$ cat config.mk
export PLATFORM = sky130hd
export DESIGN_NAME = txd_direct_if
export DESIGN_NICKNAME = d
export VERILOG_FILES = /design/src/rtl/txd_pkg.sv /design/src/rtl/txd_in_sync.sv /design/src/rtl/txd_rate_gen.sv /design/src/rtl/txd_clk_route.sv /design/src/rtl/txd_direct_if.sv
export SDC_FILE = /design/constraint.sdc
export NUM_CORES = 1
export LEC_CHECK = 0
export ABC_AREA = 0
export ABC_CLOCK_PERIOD_IN_PS = 5000
export CORE_AREA = 4 4 73 75
export DETAILED_ROUTE_END_ITERATION = 16
export DIE_AREA = 0 0 77 79
export PLACE_DENSITY_LB_ADDON = 0.3
export RECOVER_POWER = 50
export SYNTH_ARGS = -nofsm -noshare
export SYNTH_HDL_FRONTEND = slang
export SYNTH_SLANG_ARGS = --single-unit
$ cat constraint.sdc
create_clock -name clk -period 5 [get_ports clk]
set_input_delay 0.5 -clock clk [delete_from_list [all_inputs] [get_ports clk]]
set_output_delay 0.5 -clock clk [all_outputs]
set_load 0.05 [all_outputs]
$ cat src/rtl/txd_pkg.sv
package txd_pkg;

  typedef enum logic [1:0] {
    ROUTE_NONE = 2'b00,
    ROUTE_GPIO = 2'b01,
    ROUTE_SDO  = 2'b10,
    ROUTE_IRQ  = 2'b11
  } route_e;

  localparam logic [1:0] SRC_PIN_B = 2'b01;

  // Bit period in system cycles; anything below 2 is raised to 2.
  function automatic int unsigned eff_period(int unsigned div);
    return (div < 2) ? 2 : div;
  endfunction

  // Number of low cycles at the start of each bit period.
  function automatic int unsigned low_span(int unsigned div);
    return eff_period(div) >> 1;
  endfunction

  // Gaussian shaping needs a visible clock.
  function automatic logic bad_config(logic gfsk, logic [1:0] route);
    return gfsk && (route == ROUTE_NONE);
  endfunction

endpackage

$ cat src/rtl/txd_in_sync.sv
module txd_in_sync #(
  parameter int NPIN  = 2,
  parameter int STAGES = 2
) (
  input  logic            clk,
  input  logic            rst_n,
  input  logic [NPIN-1:0] pins,
  input  logic [1:0]      sel,
  input  logic            invert,
  output logic            data_s
);
  import txd_pkg::*;

  localparam int IDX_W = (NPIN > 1) ? $clog2(NPIN) : 1;

  logic [NPIN-1:0] synced;

  for (genvar p = 0; p < NPIN; p++) begin : g_pin
    logic [STAGES-1:0] chain;
    always_ff @(posedge clk or negedge rst_n) begin
      if (!rst_n) chain <= '0;
      else        chain <= {chain[STAGES-2:0], pins[p]};
    end
    assign synced[p] = chain[STAGES-1];
  end

  logic [IDX_W-1:0] pick;
  always_comb begin
    pick = '0;
    if (sel == SRC_PIN_B) pick = IDX_W'(1);
  end

  assign data_s = synced[pick] ^ invert;

endmodule

$ cat src/rtl/txd_rate_gen.sv
module txd_rate_gen #(
  parameter int DIV_W = 16
) (
  input  logic             clk,
  input  logic             rst_n,
  input  logic             run,
  input  logic [DIV_W-1:0] div,
  output logic             dclk,
  output logic             rise_evt
);
  import txd_pkg::*;

  logic [DIV_W-1:0] eff, half, cnt, cnt_nxt;
  logic             dclk_nxt;

  assign eff  = DIV_W'(eff_period(32'(div)));
  assign half = DIV_W'(low_span(32'(div)));

  always_comb begin
    if (!run)                           cnt_nxt = '0;
    else if (cnt >= eff - DIV_W'(1))    cnt_nxt = '0;
    else                                cnt_nxt = cnt + DIV_W'(1);
    dclk_nxt = run && (cnt_nxt >= half);
  end

  assign rise_evt = dclk_nxt && !dclk;

  always_ff @(posedge clk or negedge rst_n) begin
    if (!rst_n) begin
      cnt  <= '0;
      dclk <= 1'b0;
    end else begin
      cnt  <= cnt_nxt;
      dclk <= dclk_nxt;
    end
  end

  // with pacing off, the bit clock is held low.
  p_idle_low_r4: assert property (@(posedge clk) disable iff (!rst_n)
    !run |=> !dclk);

endmodule

$ cat src/rtl/txd_clk_route.sv
module txd_clk_route (
  input  logic       clk,
  input  logic       rst_n,
  input  logic [1:0] route,
  input  logic       dclk,
  input  logic       cs_n,
  input  logic       sdo_spi,
  output logic       gpio_o,
  output logic       sdo_o,
  output logic       irq_o
);
  import txd_pkg::*;

  route_e r;
  logic   sdo_take;

  assign r        = route_e'(route);
  assign sdo_take = (r == ROUTE_SDO) && cs_n;
  assign gpio_o   = (r == ROUTE_GPIO) && dclk;
  assign irq_o    = (r == ROUTE_IRQ) && dclk;
  assign sdo_o    = sdo_take ? dclk : sdo_spi;

  // the serial interface owns its pin while selected.
  p_sdo_owned_r7: assert property (@(posedge clk) disable iff (!rst_n)
    !cs_n |-> (sdo_o == sdo_spi));

  // at most one routing pin carries the clock.
  p_one_route_r6: assert property (@(posedge clk) disable iff (!rst_n)
    $onehot0({gpio_o, irq_o, sdo_take && sdo_o}));

endmodule

$ cat src/rtl/txd_direct_if.sv
module txd_direct_if #(
  parameter int DIV_W = 16,
  parameter int NPIN  = 2
) (
  input  logic             clk,
  input  logic             rst_n,
  input  logic             cfg_async,
  input  logic             cfg_gfsk,
  input  logic [1:0]       cfg_route,
  input  logic [1:0]       cfg_src,
  input  logic             cfg_invert,
  input  logic [DIV_W-1:0] cfg_div,
  input  logic             pin_a,
  input  logic             pin_b,
  input  logic             cs_n,
  input  logic             sdo_spi,
  output logic             gpio_o,
  output logic             sdo_o,
  output logic             irq_o,
  output logic             mod_data,
  output logic             mod_strobe,
  output logic             edge_pulse,
  output logic             cfg_err
);
  import txd_pkg::*;

  logic [NPIN-1:0] pins;
  logic            data_s;
  logic            dclk;
  logic            rise_evt;
  logic            take_bit;

  always_comb begin
    pins    = '0;
    pins[0] = pin_a;
    pins[1] = pin_b;
  end

  assign cfg_err  = bad_config(cfg_gfsk, cfg_route);
  assign take_bit = !cfg_async && rise_evt && !cfg_err;

  txd_in_sync #(.NPIN(NPIN), .STAGES(2)) u_sync (
    .clk    (clk),
    .rst_n  (rst_n),
    .pins   (pins),
    .sel    (cfg_src),
    .invert (cfg_invert),
    .data_s (data_s)
  );

  txd_rate_gen #(.DIV_W(DIV_W)) u_rate (
    .clk      (clk),
    .rst_n    (rst_n),
    .run      (!cfg_async),
    .div      (cfg_div),
    .dclk     (dclk),
    .rise_evt (rise_evt)
  );

  txd_clk_route u_route (
    .clk     (clk),
    .rst_n   (rst_n),
    .route   (cfg_route),
    .dclk    (dclk),
    .cs_n    (cs_n),
    .sdo_spi (sdo_spi),
    .gpio_o  (gpio_o),
    .sdo_o   (sdo_o),
    .irq_o   (irq_o)
  );

  always_ff @(posedge clk or negedge rst_n) begin
    if (!rst_n) begin
      mod_data   <= 1'b0;
      mod_strobe <= 1'b0;
      edge_pulse <= 1'b0;
    end else begin
      mod_strobe <= 1'b0;
      edge_pulse <= 1'b0;
      if (cfg_async) begin
        mod_data   <= data_s;
        edge_pulse <= data_s ^ mod_data;
      end else if (take_bit) begin
        mod_data   <= data_s;
        mod_strobe <= 1'b1;
      end
    end
  end

  // an accepted bit lines up with a rising bit clock.
  p_strobe_rise_r3: assert property (@(posedge clk) disable iff (!rst_n)
    mod_strobe |-> (dclk && !$past(dclk)));

  // between strobes the paced output is frozen.
  p_hold_paced_r3: assert property (@(posedge clk) disable iff (!rst_n)
    (!$past(cfg_async) && !mod_strobe) |-> $stable(mod_data));

  // no strobe in free-running mode.
  p_no_strobe_async_r4: assert property (@(posedge clk) disable iff (!rst_n)
    mod_strobe |-> !$past(cfg_async));

  // a bad configuration blocks acceptance.
  p_no_strobe_err_r10: assert property (@(posedge clk) disable iff (!rst_n)
    mod_strobe |-> !$past(cfg_err));

  // edge pulses only in free-running mode, and only with a data change.
  p_edge_async_r5: assert property (@(posedge clk) disable iff (!rst_n)
    edge_pulse |-> ($past(cfg_async) && (mod_data != $past(mod_data))));

endmodule

Word-level counts from Yosys, hierarchy flattened
Cells that the tools add are included.
W data, S select, Z words.

cells by class
  add/sub/neg operators = 2
  order comparisons = 4
  equal/unequal tests = 4
  multiplexer cells = 12
  bitwise logic cells = 2
  reductions and logical operators = 13

operators by type and width
  kind                     number
  $mux W16                 3
  $ge A16 B16 Y1           2
  $add A16 B1 Y16 const B  1
  $lt A16 B2 Y1 const B    1
  $sub A16 B1 Y16 const B  1
  $mux W1                  9
  $logic_and A1 B1 Y1      8
  $eq A2 B1 Y1 const B     2
  $eq A2 B2 Y1 const B     2
  $logic_not A1 Y1         3
  $logic_not A2 Y1         1
  $lt A1 B2 Y1 const B     1
  $reduce_bool A2 Y1       1
  $xor A1 B1 Y1            2

storage, ports and cells
  bits in registers = 24
  bits of input ports = 29
  word-level logic and storage cells = 44

Longest topological paths before layout
Gate-level depths: netlist of the first run.

  word-level depth = 13
  gate-level depth with buffers = 25
  depth with buffers taken out = 23

Cells and area by module
A second synthesis of the first run with hierarchy kept.

unflattened totals
  cell total of the unflattened synthesis = 236
  area total of the unflattened synthesis = 2102.0 µm²

modules (own cells, without submodules)
  module         times used  cells an instance  area an instance (µm²)  seq. area each (µm²)
  txd_rate_gen   1           213                1788.0                  425.4
  txd_in_sync    1           7                  132.6                   100.1
  txd_direct_if  1           11                 131.4                   75.1
  txd_clk_route  1           5                  50.0                    0.0

Worst setup path after synthesis of the first run
OpenSTA, ideal clock, no wires.

  path kind = input port to flip-flop
  from = input port cfg_div[5]
  to = register mod_data
  library setup time = 0.125 ns
  arrival = 5.517 ns
  required time = 4.875 ns
  slack = -0.641 ns
  cell stages on the path = 25
  buffers on the path = 2
  path through = or4_1 nor3_1 nand2_1 o21ai_0 ha_1 inv_1 or3_1 nor4_1 xnor2_1 ha_1 o211ai_1 a21oi_1 o2111ai_1 a21oi_1 or2_1 clkbuf_1 clkbuf_1 nor2_1 ha_1 a211oi_1 o21ai_0 o211ai_1 nand3_1 a311oi_1 mux2_2

on the way
  longest elaborated chain between the ends = 12

ends and longest elaborated chain
  element                                line                 source
  start, declared                        txd_direct_if.sv:12  input logic [DIV_W-1:0] cfg_div,
  $lt A16 B2 Y1                          txd_pkg.sv:14        return (div < 2) ? 2 : div;
  $mux W16 (*)                           txd_pkg.sv:14
  $sub A16 B1 Y16 (*)                    txd_rate_gen.sv:21   else if (cnt >= eff - DIV_W'(1)) cnt_nxt = '0;
  $ge A16 B16 Y1 (*)                     txd_rate_gen.sv:21
  $mux W16 (*)                           txd_rate_gen.sv:21
  $mux W16 (*)                           txd_rate_gen.sv:20   if (!run) cnt_nxt = '0;
  via u_rate.cnt_nxt[7]                  txd_rate_gen.sv:13   logic [DIV_W-1:0] eff, half, cnt, cnt_nxt;
  $ge A16 B16 Y1 (*)                     txd_rate_gen.sv:23   dclk_nxt = run && (cnt_nxt >= half);
  $logic_and A1 B1 Y1 (*)                txd_rate_gen.sv:23
  $logic_and A1 B1 Y1 (*)                txd_rate_gen.sv:26   assign rise_evt = dclk_nxt && !dclk;
  $logic_and A1 B1 Y1 (*) (2 in series)  txd_direct_if.sv:40  assign take_bit = !cfg_async && rise_evt && !cfg_err;
  $reduce_bool A2 Y1 (no line) (*)       --
  end signal, assigned                   txd_direct_if.sv:81  mod_data <= data_s;
  end signal, assigned                   txd_direct_if.sv:84  mod_data <= data_s;
  end, declared                          txd_direct_if.sv:20  output logic mod_data,

The timed path passes the listed nets; every way through them passes the cells marked *.
A chain may end at the register's enable or synchronous reset.

Worst setup path after layout of the first run
  from = input port cfg_div[7]
  to = register mod_data

Same word-level chain as after synthesis.

==> results of run 1 <==
==> where the power goes <==
part	switching [mW]	internal (mW)	leakage [nW]	total [mW]
registers	0.00560	0.200	0.320	0.206
logic	0.0761	0.0809	1.11	0.157
clock network	0.0684	0.107	0.0357	0.176
total	0.150	0.389	1.47	0.539
==> per-layer routing <==
layer	wire (µm)	vias up
met5	0	-
met1	2539	965
li1	-	982
met4	183	0
met2	3022	66
met3	272	17
==> flip-flops by register name (all words and copies together) (netlist names) <==
signal,cells
mod_data,1
u_rate.dclk,1
u_rate.cnt,16
edge_pulse,1
mod_strobe,1
u_sync.g_pin.chain,4
==> cell families after synthesis <==
logic type / count (synthesis) / share of synthesized area
flops: 24 / 0.2914
xor+xnor: 28 / 0.1190
compound gates: 34 / 0.1123
mux: 3 / 0.01579
simple gates: 83 / 0.2156
fa+ha+maj: 33 / 0.2004
buf+inv: 24 / 0.04554
==> placed cells by master, fill, tap and decap left out, types with 3 or more instances in the layout <==
cell type / count
a211oi_2: 3
a21oi_2: 4
buf_4: 45
buf_6: 4
clkbuf_8: 3
clkdlybuf4s50_1: 24
dfrtp_1: 24
dlygate4sd2_1: 3
dlygate4sd3_1: 3
ha_1: 25
ha_2: 3
ha_4: 5
inv_1: 20
nand2_1: 10
nand2b_1: 4
nand3_1: 8
nand4_1: 7
nor2_1: 16
nor2_2: 5
nor2_4: 7
nor3_2: 4
o211ai_1: 3
o21ai_0: 5
o21ai_1: 3
xnor2_1: 16
xor2_1: 12
==> what timing repair did <==
action,CTS,global route
resized for setup,67,11
cloned,1,0
buffers inserted,6,3
pin swaps,29,16
endpoints found under the setup margin,3,3
==> Yosys cell counts, types with 2 or more instances <==
cell / count / area, µm²
a211oi_1: 4 / 30.03
nand2_1: 10 / 37.54
o21ai_0: 10 / 50.05
o21a_1: 2 / 15.01
inv_1: 21 / 78.83
ha_1: 33 / 412.9
xor2_1: 12 / 105.1
clkbuf_1: 2 / 7.510
nor3_2: 2 / 20.02
and2_1: 2 / 12.51
nand4_1: 7 / 43.79
xnor2_1: 16 / 140.1
dfrtp_1: 24 / 600.6
nor2_1: 28 / 105.1
a2111oi_0: 2 / 17.52
nor3_1: 5 / 25.02
a211o_1: 2 / 17.52
o211ai_1: 3 / 22.52
mux2_2: 2 / 22.52
and3_1: 2 / 12.51
a21o_1: 2 / 15.01
a21oi_1: 4 / 20.02
or3_1: 3 / 18.77
nand3_1: 8 / 40.04
nand2b_1: 5 / 31.28
nor4_1: 3 / 18.77
==> path summary, 6_finish.rpt <==
| path | start | endpoint | slack, ns |
|---|---|---|---|
| worst max-delay path | cfg_div[7] | mod_data | -0.31 |
| worst min-delay path | u_sync.g_pin[0].chain[0] | u_sync.g_pin[0].chain[1] | 0.36 |
| worst max register to register | u_rate.cnt[0] | mod_data | 1.22 |
| worst min register to register | u_sync.g_pin[0].chain[0] | u_sync.g_pin[0].chain[1] | 0.36 |
| max in group asynchronous | rst_n | u_rate.cnt[0] | 3.16 |
| min in group asynchronous | rst_n | u_rate.cnt[3] | 1.05 |
==> area by class of cell <==
cell class / count / area (µm²)
Multi-Input combinational cell: 181 / 1648
Fill cell: 328 / 1444
Timing Repair Buffer: 85 / 750.7
Sequential cell: 24 / 600.6
Inverter: 21 / 78.83
Tap cell: 54 / 67.56
Clock buffer: 3 / 41.29
Clock inverter: 1 / 30.03
==> per-stage QoR <==
step	util	TNS [ns]	hold slack, ns
3_5_place_dp	0.6016	-2.312	0.3395
5_1_grt	0.6902	-0.9792	0.3745
6_report	0.6902	-0.3078	0.3586
2_1_floorplan	-	-0.3116	0.2044
4_1_cts	0.6754	-0.4813	0.3610
3_3_place_gp	0.6016	-2.087	0.3341
==> flow_metrics.env, run 1 <==
export IMPL_fin_skew_ns=0.006933
export IMPL_avgSynthCellArea_um2=8.999
export IMPL_cts_max_path_buffers=2
export IMPL_cpPeakStageDelay_ns=0.55
export IMPL_drv_cap=0
export IMPL_routed_wl_um=6018
export IMPL_grt_use_met1=0.2297
export IMPL_die_y_um=79
export IMPL_fin_crit_ns=5.308
export IMPL_critical_path_class="input pin to register"
export IMPL_clock_fmax_mhz=188.4
export IMPL_drt_wirelength_per_cell_um=16.31
export IMPL_ys_seq_area_frac=0.2914
export IMPL_clock_latency_ns=0.27
export IMPL_tightest_slew_ns=1.355
export IMPL_core_mm2=0.004661
export IMPL_num_antenna_cells=0
export IMPL_synth_async_sr_flop_share=1.000
export IMPL_syn_inst=229
export IMPL_vdd_drop_max_v=0.0001023
export IMPL_dp_cells=355
export IMPL_ys_flop_type="dfrtp_1"
export IMPL_dp_worst_setup_slack_ns=-1.021
export IMPL_clkSinkCount=24
export IMPL_syn_area_mm2=0.002061
export IMPL_powerDensity_mw_per_mm2=167.4
export IMPL_cp_end_kind="register"
export IMPL_total_power_uw=538.6
export IMPL_synth_seq_cells=24
export IMPL_yosysUniqueCellTypes=41
export IMPL_cts_hold_buf=0
export IMPL_num_vias=2030
export IMPL_cts_max_level=1
export IMPL_start_util=0.4421
export IMPL_vias_per_cell=5.501
export IMPL_drive_above_1_share=0.3429
export IMPL_grt_overflow=0
export IMPL_critPathMaxFanout=5
export IMPL_drc=0
export IMPL_crit_required_ns=5.16
export IMPL_holdPathStages=0
export IMPL_fin_crit_sh=1.062
export IMPL_final_cells=369
export IMPL_crit_buf_inv=3
export IMPL_ff2ff_path_depth=15
export IMPL_cts_clk_slew_worst_paths_ns=0.09
export IMPL_path_depth=23
export IMPL_cts_tree="done"
export IMPL_final_cell_area_mm2=0.003217
export IMPL_grt_pass1_vias=2160
export IMPL_dr_pass1_iters=4
export IMPL_status="finished, violations left"
export IMPL_path_cells="buf_6 -> or4_4 -> nor4b_4 -> nand2_1 -> o21ai_2 -> ha_2 -> inv_2 -> or3_4 -> buf_6 -> nor3_2 -> xnor2_1 -> ha_1 -> a21o_1 -> a211o_1 -> or2_4 -> nor2_4 -> ha_4 -> a211oi_2 -> o21ai_1 -> o211ai_1 -> nand3_1 -> a311oi_2 -> mux2_4"
export IMPL_ant_nets=0
export IMPL_syn_to_final_growth_pct=56.10
export IMPL_setup_viol=1
export IMPL_cp_common_cell="buf_6"
export IMPL_path_delay_family="simple AND/OR/NAND/NOR gates"
export IMPL_worstHoldPathType="register to register"
export IMPL_drt_iter0_markers=82
export IMPL_p_leak_nw=1.471
export IMPL_worstPathArrival_ns=5.47
export IMPL_grt_max_degree=25
export IMPL_root_buffer="clkbuf_8"
export IMPL_portBuffers=35
export IMPL_dieArea_mm2=0.006083
export IMPL_placementRows=25
export IMPL_synth_edf_count=0
export IMPL_slew_violations=0
export IMPL_place_area_mm2=0.002804
export IMPL_violations="setup timing"
export IMPL_dp_hpwl_um=4233
export IMPL_cpMaxStageDelayCell="or4_4"
export IMPL_synth_nets=291
export IMPL_place_congestion=0.8875
export IMPL_numCtsBuffers=3
export IMPL_slew_headroom=0.09693
export IMPL_layout_setup_ws_ns=-0.3078
export IMPL_antenna_found_initial=0
export IMPL_top_usage_layer="met2"
export IMPL_rsz0062_at_grt="yes"
export IMPL_ys_warn_count=0
export IMPL_met3_usage=0.02154
export IMPL_die_w_um=77
export IMPL_cp_start_kind="input pin"
export IMPL_met2_usage=0.3667
export IMPL_nets=378
export IMPL_ios=36
export IMPL_grt_pass1_wl_um=9715
export IMPL_track_usage=0.1980
export IMPL_hold_violations=0
Note: power is estimated with default switching activity, not from simulation.
==> inputs of run 2 (changes only) <==
--- a/config.mk
+++ b/config.mk
@@ -10,6 +10,7 @@
 export CORE_AREA = 4 4 73 75
 export DETAILED_ROUTE_END_ITERATION = 16
 export DIE_AREA = 0 0 77 79
+export GPL_TIMING_DRIVEN = 0
 export PLACE_DENSITY_LB_ADDON = 0.3
 export RECOVER_POWER = 50
 export SYNTH_ARGS = -nofsm -noshare
==> flow_metrics.env, run 2 (synthesized netlist as in run 1, its figures left out) <==
export IMPL_status="finished, violations left"
export IMPL_violations="setup timing"
export IMPL_multiInputGateArea_mm2=0.001602
export IMPL_fin_crit_ns=5.354
export IMPL_switchingPower_uw=140.6
export IMPL_die_y_um=79
export IMPL_root_buffer="clkbuf_8"
export IMPL_grt_pass1_wl_um=8507
export IMPL_top_register="u_rate.cnt"
export IMPL_cp_end_kind="register"
export IMPL_dp_cells=318
export IMPL_dr_pass1_iters=4
export IMPL_die_w_um=77
export IMPL_worstHoldPathType="register to register"
export IMPL_layout_common_cells="28 x ha_1, 24 x dfrtp_1, 23 x clkdlybuf4s50_1, 20 x inv_1, 19 x nor2_1"
export IMPL_dieArea_mm2=0.006083
export IMPL_timing_hold_ws_ns=0.3532
export IMPL_drc=0
export IMPL_cp_start_kind="input pin"
export IMPL_clock_latency_ns=0.27
export IMPL_worstPathArrival_ns=5.51
export IMPL_regArea_um2=600.6
export IMPL_comb_power_share=0.267
export IMPL_slew_headroom=0.2593
export IMPL_intPower_uw=374.5
export IMPL_utilization=0.6328
export IMPL_placementRows=25
export IMPL_cp_common_cell="a21oi_2"
export IMPL_num_vias=1849
export IMPL_p_clk_frac=0.334
export IMPL_grt_pass1_vias=1863
export IMPL_drt_wirelength_per_cell_um=15.68
export IMPL_reg_top3="u_rate.cnt (16), u_sync.g_pin.chain (4)"
export IMPL_syn_to_final_growth_pct=43.11
export IMPL_drive_above_1_share=0.2535
export IMPL_core_mm2=0.004661
export IMPL_seq_power_share=0.399
export IMPL_drt_iter0_markers=51
export IMPL_fin_skew_ns=0.006723
export IMPL_final_common_cell="ha_1"
export IMPL_crit_buf_inv=3
export IMPL_num_fill_cells=354
export IMPL_powerDensity_mw_per_mm2=174.7
export IMPL_antenna_found_initial=0
export IMPL_slew_violations=0
export IMPL_cts_hold_buf=0
export IMPL_cpMaxStageDelayCell="or4_4"
export IMPL_grt_overflow=0
export IMPL_drv_cap=0
export IMPL_p_sw_frac=0.2730
export IMPL_grt_max_degree=25
export IMPL_final_cells=338
export IMPL_cpPeakStageDelay_ns=0.55
export IMPL_clkSinkCount=24
export IMPL_cts_max_level=1
export IMPL_critical_path_class="input pin to register"
export IMPL_vias_per_cell=5.470
export IMPL_place_congestion=0.8610
export IMPL_clock_fmax_mhz=186.8
export IMPL_portBuffers=35
export IMPL_layout_setup_ws_ns=-0.3537
export IMPL_p_leak_nw=1.332
export IMPL_dp_hpwl_um=3762
export IMPL_ios=36
export IMPL_critPathMaxFanout=5
export IMPL_crit_required_ns=5.15
export IMPL_num_antenna_cells=0
export IMPL_numCtsBuffers=3
export IMPL_cts_tree="done"
export IMPL_cts_max_path_buffers=2
export IMPL_routed_wl_um=5301
export IMPL_hold_violations=0
export IMPL_rsz0062_at_grt="yes"
export IMPL_path_delay_family="simple AND/OR/NAND/NOR gates"
export IMPL_vdd_drop_max_v=0.00009884
export IMPL_nets=347
export IMPL_start_util=0.4421
export IMPL_tightest_slew_ns=1.107
export IMPL_largest_reg_flops=16
export IMPL_setup_viol=3
export IMPL_ant_nets=0
export IMPL_fin_crit_sh=1.071
export IMPL_cts_clk_slew_worst_paths_ns=0.09
export IMPL_track_usage=0.1719
[run 2: changes by cell type in the layout (fill, tap and decap cells not counted), sizes merged]
cell	delta
buf	-31
clkdlybuf4s50	-1
clkdlybuf4s15	-1
dlymetal6s2s	+1
clkbuf	+1
[run 2: layer usage]
layer	track usage	routed length, µm
met1	0.2162	2386
met2	0.3101	2658
met3	0.01814	187
met4	0.05338	68
met5	0	0
[run 2: power by group through the flow]
stage / combinational [mW] / sequential (mW) / clock [mW]
5_1_grt: 0.149 / 0.207 / 0.182
4_1_cts: 0.129 / 0.206 / 0.173
3_3_place_gp: 0.111 / 0.209 / 0
3_5_place_dp: 0.113 / 0.209 / 0
6_report: 0.137 / 0.206 / 0.172
2_1_floorplan: 0.0499 / 0.219 / 0
[run 2: worst paths after layout]
kind	from	endpoint	slack [ns]	depth (start not counted)
min reg2reg	u_sync.g_pin[1].chain[0]	u_sync.g_pin[1].chain[1]	0.35	0
max	cfg_div[7]	mod_data	-0.35	25
min	u_sync.g_pin[1].chain[0]	u_sync.g_pin[1].chain[1]	0.35	0
max reg2reg	u_rate.cnt[0]	mod_data	1.25	16
max in group asynchronous	rst_n	mod_strobe	3.45	1
min in group asynchronous	rst_n	u_rate.cnt[9]	0.89	1
[run 2: final cells by class]
type | instances | area share
buffer | 2 | 0.01103
tap | 54 | 0.02291
clock inverter | 1 | 0.01018
sequential | 24 | 0.2036
inverter | 21 | 0.02673
timing repair buffer | 52 | 0.1684
multi-input combinational | 181 | 0.5431
clock buffer | 3 | 0.01400
[run 2: what timing repair did]
action,CTS,global route
buffers inserted,14,3
cloned,1,0
pin swaps,26,11
resized for setup,63,13
endpoints found under the setup margin,3,3
[run 2: stage by stage]
stage | TNS, ns | worst slack (ns) | power [mW] | cell area, µm²
after floorplan | -0.3116 | -0.3116 | 0.2688 | 2106
after global placement | -3.806 | -1.521 | 0.3202 | 2524
after detailed placement | -3.928 | -1.546 | 0.3227 | 2524
after CTS | -0.8289 | -0.4280 | 0.5079 | 2864
after global routing | -1.455 | -0.5480 | 0.5376 | 2949
final | -0.8375 | -0.3537 | 0.5151 | 2949
[run 2: worst register-to-register path, delay by kind of cell (launching register included)]
family                   cells  cell delay (ns)
AO/OA/AOI/OAI                7             1.32
buffers and inverters        2             0.25
flip-flops                   1             0.44
adder cells (fa/ha/maj)      2             0.54
AND/OR/NAND/NOR              4             0.76
multiplexers                 1             0.33
